### config.mk
export PLATFORM = sky130hd
export DESIGN_NAME = irq_prio_ctrl
export DESIGN_NICKNAME = d
export VERILOG_FILES = /design/src/rtl/irqc_pkg.sv /design/src/rtl/irqc_edge_sync.sv /design/src/rtl/irqc_prio.sv /design/src/rtl/irq_prio_ctrl.sv
export SDC_FILE = /design/constraint.sdc
export NUM_CORES = 1
export LEC_CHECK = 0
export ABC_AREA = 1
export BUFFER_PORTS_ARGS = -buffer_cell sky130_fd_sc_hd__buf_2
export CAP_MARGIN = 30
export CORE_MARGIN = 3
export CORE_UTILIZATION = 50
export CTS_BUF_LIST = sky130_fd_sc_hd__clkbuf_4 sky130_fd_sc_hd__clkbuf_8 sky130_fd_sc_hd__clkbuf_16
export CTS_CLUSTER_SIZE = 40
export DETAILED_ROUTE_END_ITERATION = 16
export PLACE_DENSITY = 0.71
export REMOVE_ABC_BUFFERS = 1
export SYNTH_ARGS = -nofsm -noshare
export SYNTH_HDL_FRONTEND = slang
export SYNTH_HIERARCHICAL = 1
export SYNTH_SLANG_ARGS = --single-unit
### constraint.sdc
create_clock -name clk_i -period 3.6 [get_ports clk_i]
set_input_delay 0.18 -clock clk_i [delete_from_list [all_inputs] [get_ports clk_i]]
set_output_delay 0.18 -clock clk_i [all_outputs]
set_load 0.01 [all_outputs]
### src/rtl/irqc_pkg.sv
package irqc_pkg;

    typedef enum logic [1:0] {
        REG_MASK = 2'd0,
        REG_BASE = 2'd1,
        REG_PEND = 2'd2,
        REG_SERV = 2'd3
    } irqc_reg_e;

    typedef enum logic {
        ST_QUIET  = 1'b0,
        ST_RAISED = 1'b1
    } irqc_state_e;

endpackage

### src/rtl/irqc_edge_sync.sv
module irqc_edge_sync #(
    parameter int N_LINES = 8
) (
    input  logic               clk_i,
    input  logic               rst_ni,
    input  logic [N_LINES-1:0] async_i,
    output logic [N_LINES-1:0] rise_o
);
    logic [N_LINES-1:0] meta_q, sync_q, prev_q;

    always_ff @(posedge clk_i) begin
        if (!rst_ni) begin
            meta_q <= '0;
            sync_q <= '0;
            prev_q <= '0;
        end else begin
            meta_q <= async_i;
            sync_q <= meta_q;
            prev_q <= sync_q;
        end
    end

    assign rise_o = sync_q & ~prev_q;
endmodule

### src/rtl/irqc_prio.sv
module irqc_prio #(
    parameter int N_LINES = 8,
    localparam int IDX_W = (N_LINES > 1) ? $clog2(N_LINES) : 1
) (
    input  logic [N_LINES-1:0] bits_i,
    output logic               any_o,
    output logic [IDX_W-1:0]   idx_o
);
    always_comb begin
        any_o = 1'b0;
        idx_o = '0;
        for (int i = 0; i < N_LINES; i++) begin
            if (bits_i[i]) begin
                any_o = 1'b1;
                idx_o = IDX_W'(i);
            end
        end
    end
endmodule

### src/rtl/irq_prio_ctrl.sv
module irq_prio_ctrl
    import irqc_pkg::*;
#(
    parameter int N_LINES = 8,
    parameter int DATA_W  = 8
) (
    input  logic              clk_i,
    input  logic              rst_ni,
    input  logic [N_LINES-1:0] req_i,
    input  logic              ack_i,
    output logic              int_o,
    output logic [DATA_W-1:0] vec_o,
    input  logic              wr_en_i,
    input  logic [1:0]        addr_i,
    input  logic [DATA_W-1:0] wdata_i,
    output logic [DATA_W-1:0] rdata_o
);
    localparam int IDX_W = (N_LINES > 1) ? $clog2(N_LINES) : 1;

    irqc_state_e        state_q, state_d;
    logic [N_LINES-1:0] mask_q, irr_q, isr_q;
    logic [DATA_W-1:0]  base_q;
    logic [N_LINES-1:0] rise, irr_nxt, isr_nxt, ack_clr, eoi_clr;
    logic               win_any, srv_any, nirr_any, nsrv_any, eligible_nxt;
    logic [IDX_W-1:0]   win_idx, srv_idx, nirr_idx, nsrv_idx;
    logic               take, eoi;

    irqc_edge_sync #(.N_LINES(N_LINES)) u_sync (
        .clk_i(clk_i), .rst_ni(rst_ni), .async_i(req_i), .rise_o(rise)
    );

    irqc_prio #(.N_LINES(N_LINES)) u_win      (.bits_i(irr_q),   .any_o(win_any),  .idx_o(win_idx));
    irqc_prio #(.N_LINES(N_LINES)) u_srv      (.bits_i(isr_q),   .any_o(srv_any),  .idx_o(srv_idx));
    irqc_prio #(.N_LINES(N_LINES)) u_nxt_pend (.bits_i(irr_nxt), .any_o(nirr_any), .idx_o(nirr_idx));
    irqc_prio #(.N_LINES(N_LINES)) u_nxt_serv (.bits_i(isr_nxt), .any_o(nsrv_any), .idx_o(nsrv_idx));

    // Acknowledge is honoured only while the interrupt is being presented.
    assign take = ack_i && (state_q == ST_RAISED) && win_any;
    assign eoi  = wr_en_i && (irqc_reg_e'(addr_i) == REG_PEND);

    always_comb begin
        ack_clr = take ? (N_LINES'(1) << win_idx) : '0;
        eoi_clr = (eoi && srv_any) ? (N_LINES'(1) << srv_idx) : '0;
        // The mask filters fresh edges only; latched bits are left alone.
        irr_nxt = (irr_q & ~ack_clr) | (rise & ~mask_q);
        isr_nxt = (isr_q & ~eoi_clr) | ack_clr;
        eligible_nxt = nirr_any && (!nsrv_any || (nirr_idx > nsrv_idx));
    end

    always_comb begin
        state_d = state_q;
        unique case (state_q)
            ST_QUIET:  if (eligible_nxt) state_d = ST_RAISED;
            ST_RAISED: if (take && !eligible_nxt) state_d = ST_QUIET;
            default:   state_d = ST_QUIET;
        endcase
    end

    always_ff @(posedge clk_i) begin
        if (!rst_ni) begin
            state_q <= ST_QUIET;
        end else begin
            state_q <= state_d;
        end
    end

    always_ff @(posedge clk_i) begin
        if (!rst_ni) begin
            irr_q  <= '0;
            isr_q  <= '0;
            mask_q <= '0;
            base_q <= '0;
        end else begin
            irr_q <= irr_nxt;
            isr_q <= isr_nxt;
            if (wr_en_i && irqc_reg_e'(addr_i) == REG_MASK) mask_q <= wdata_i[N_LINES-1:0];
            if (wr_en_i && irqc_reg_e'(addr_i) == REG_BASE) base_q <= wdata_i;
        end
    end

    always_comb begin
        int_o   = (state_q == ST_RAISED);
        vec_o   = base_q + DATA_W'(win_idx);
        rdata_o = '0;
        unique case (irqc_reg_e'(addr_i))
            REG_MASK: rdata_o[N_LINES-1:0] = mask_q;
            REG_BASE: rdata_o = base_q;
            REG_PEND: rdata_o[N_LINES-1:0] = irr_q;
            REG_SERV: rdata_o[N_LINES-1:0] = isr_q;
            default:  rdata_o = '0;
        endcase
    end
endmodule

==> flow_summary.toml <==
[power_and_ir_drop]
clockPowerShare_pct = 38.3
seq_power_share_pct = 45.5
p_total_mw = 1.49
p_sw_share_pct = 27.3
combPwrFrac_pct = 16.2
ir_worst_vdd_mv = 0.409
p_leak_nw = 1.74
power.internal_mw = 1.08
powerDensity_mw_per_mm2 = 462
switchingPower_mw = 0.407

[route]
wl_per_cell_um = 11.7
ant_nets = 0
drt-total-wl_um = 6410
wirelength_met1_um = 2910
vias = 2632
via_per_inst = 4.82
drc_errors = 0
wl_met2_um = 3040
drtPass1Iterations = 4
drtIter0Drc = 131
highest_layer = "met4"
wl_met3_um = 339

[setup_path]
cpMaxStageDelayCell = "dfxtp_1"
worstSetupStartpointType = "flip-flop"
worstPathRequired_ns = 3.79
crit_chain = "inv_1 -> nand2_1 -> nor3_1 -> nand3_1 -> nand3_1 -> nor2_1 -> nand2_1 -> nand2_1 -> nand2_1 -> nor2_1 -> nand2_1 -> ha_1 -> a21oi_1 -> nand2_1 -> nand2_1 -> nand2_1 -> nand2_1 -> a21oi_1"
reg2reg_from = "irr_q[3]"
timing.rr.end = "int_o"
crit_top_cell = "nand2_1"
critPathKind = "flip-flop to flip-flop"
rrSetupSlack_ns = 1.05
cp.arrival_ns = 2.73
crit_buf_inv = 1
cp_top_family = "simple AND/OR/NAND/NOR gates"
cpPeakStageDelay_ns = 0.38
cp_max_fo = 4
worstRegToRegCells = 18
crit_path_end_kind = "flip-flop"

[final_layout]
areaGrowthSynthToFinish_pct = 14.2
layout.area.seq_mm2 = 0.00114
multiInputGateArea_mm2 = 0.00131
insertedDiodeCount = 0
final_cell_area_mm2 = 0.00323
fillCellCount = 514
nets = 502
drive_gt1_share_pct = 12.2

[grt]
antenna_found_initial = 0
overflow = 0
grt_pass1_wl_um = 10900
grt_use_total_pct = 22.0
grt_max_degree = 38
grt_pass1_vias = 2452

[sta]
period_needed_ns = 2.55
timing.hold.ws_ns = 0.0267
rsz0062_at_grt = "no"
maxSlewViolCount = 0
relSlewSlack_pct = 53.9
fin_setup_tns_ns = 0
worst_pin_slew_ns = 0.690
fin_skew_ns = 0.00257
fmax_mhz = 393
setup_viol = 0
hold_viol = 0
finalCritPeriodShare_pct = 70.7
timing.final.ws_setup_ns = 1.05

[job]
max_cap_viol_count = 0

[clocking]
htree_levels = 3
clockBufferDepth = 2
cts.clk_slew.worst_paths_ns = 0.06
root_buffer = "clkbuf_8"
cts_tree = "done"
holdBufCountCts = 0
cts_resized = 0
cts.sinks = 57
insertion_delay_ns = 0.33
post_cts_buffers = 0
cts_buffers = 9

[floorplanning]
dieArea_mm2 = 0.00660
die_w_um = 81.2
io_pins = 39
coreArea_mm2 = 0.00530
die-height_um = 81.2
core.rowCount = 26
initial_core_util_pct = 53.4

[synth]
synth-seq-area-share_pct = 40.3
synthTopCellsByArea = "dfxtp_1 (40%), nand2_1 (21%), inv_1 (11%)"
synth_top_area_share_pct = 40.3
synth.largest_area_cell = "dfxtp_1"
syn_avg_cell_area_um2 = 6.55
synth_cell_types = 20
syn_area_mm2 = 0.00283
ys_warn_count = 6
synthCells = 432
ys_seq_elements = 57

[hold_path]
worstHoldStart = "req_i[3]"
worstHoldPathType = "input pin to flip-flop"
hold_depth = 3
min_to = "u_sync/meta_q[3]"

[placement]
pre_cts_ws_ns = 1.11
io_buffers = 38
dp_hpwl_um = 5050
place.gp.congestion = 0.896
place_area_mm2 = 0.00304

[run_status]
outcome = "finished clean"
==> metrics by stage <==
stage	instances	utilization, %
finish	546	60.9
global placement	532	57.4
global route	546	60.9
detailed placement	532	57.4
floorplan	424	-
CTS	546	60.9
==> registers in the layout (all words and copies together) (netlist names) <==
| signal | cells |
|---|---|
| isr_q | 8 |
| u_sync/prev_q | 8 |
| irr_q | 8 |
| base_q | 8 |
| int_o | 1 |
| mask_q | 8 |
| u_sync/meta_q | 8 |
| u_sync/sync_q | 8 |
==> power by group through the flow <==
stage                     Combinational (mW)  Clock (mW)  Sequential [mW]
after floorplan                        0.167           0            0.688
after global placement                 0.237           0            0.692
after detailed placement               0.241           0            0.693
after CTS                              0.243       0.588            0.679
after global routing                   0.278       0.615            0.682
final                                  0.242       0.571            0.679
==> cell type report <==
type,instances,share of cell area (%)
clock buffer,11,4.49
clock inverter,3,1.32
inverter,85,9.88
multi-input combinational,282,40.4
sequential,57,35.3
tap,70,2.71
timing repair buffer,38,5.89
==> cell families (layout without fill, tap and decap cells) <==
group                    after synthesis  after routing  synth area share (%)
XOR/XNOR                               6              6                  1.86
adder cells (fa/ha/maj)                7              7                  3.36
buffers and inverters                 93            137                  13.5
AND/OR/NAND/NOR                      213            213                  30.7
AO/OA/AOI/OAI                         56             56                  10.2
flip-flops                            57             57                  40.3
==> worst min-delay path, delay by kind of cell <==
| family | cells | cell delay [ns] |
|---|---|---|
| buffers and inverters | 2 | 0.11 |
| AND/OR/NAND/NOR | 1 | 0.04 |
==> per-layer routing <==
layer  up-vias  global-route usage (%)
met5         -                       0
met4         0                    7.77
met3        10                    6.87
met2        55                    37.7
met1      1171                    25.8
li1       1396                       -
==> Yosys cell counts, drive strengths merged <==
cell type    n
a21oi       35
buf          5
clkbuf       3
dfxtp       57
fa           1
ha           6
inv         85
nand2      161
nand3       16
nand4        6
nor2        25
nor3         4
o2111ai      2
o21ai       19
or2          1
xor2         6
==> layout by cell type (no fill, tap or decap), types with 3 or more instances in the layout <==
cell type  count
nand4_1        6
inv_1         85
nand3_1       16
o21ai_0       13
clkbuf_8      10
dfxtp_1       57
o21ai_1        6
xor2_1         6
nand2_1      159
nor2_4         3
nor3_1         4
ha_1           6
buf_2         38
a21oi_1       35
nor2_1        22
==> worst max path at each step <==
stage | startpoint | depth (start not counted) | endpoint | slack [ns]
2_1_floorplan | isr_q[2] | 20 | int_o | 1.40
3_3_place_gp | isr_q[2] | 20 | int_o | 1.17
3_5_place_dp | irr_q[3] | 18 | int_o | 1.11
4_1_cts | irr_q[3] | 18 | int_o | 1.09
5_1_grt | irr_q[3] | 18 | int_o | 0.74
6_report | irr_q[3] | 18 | int_o | 1.05
Power figures use the tool's default switching activity.
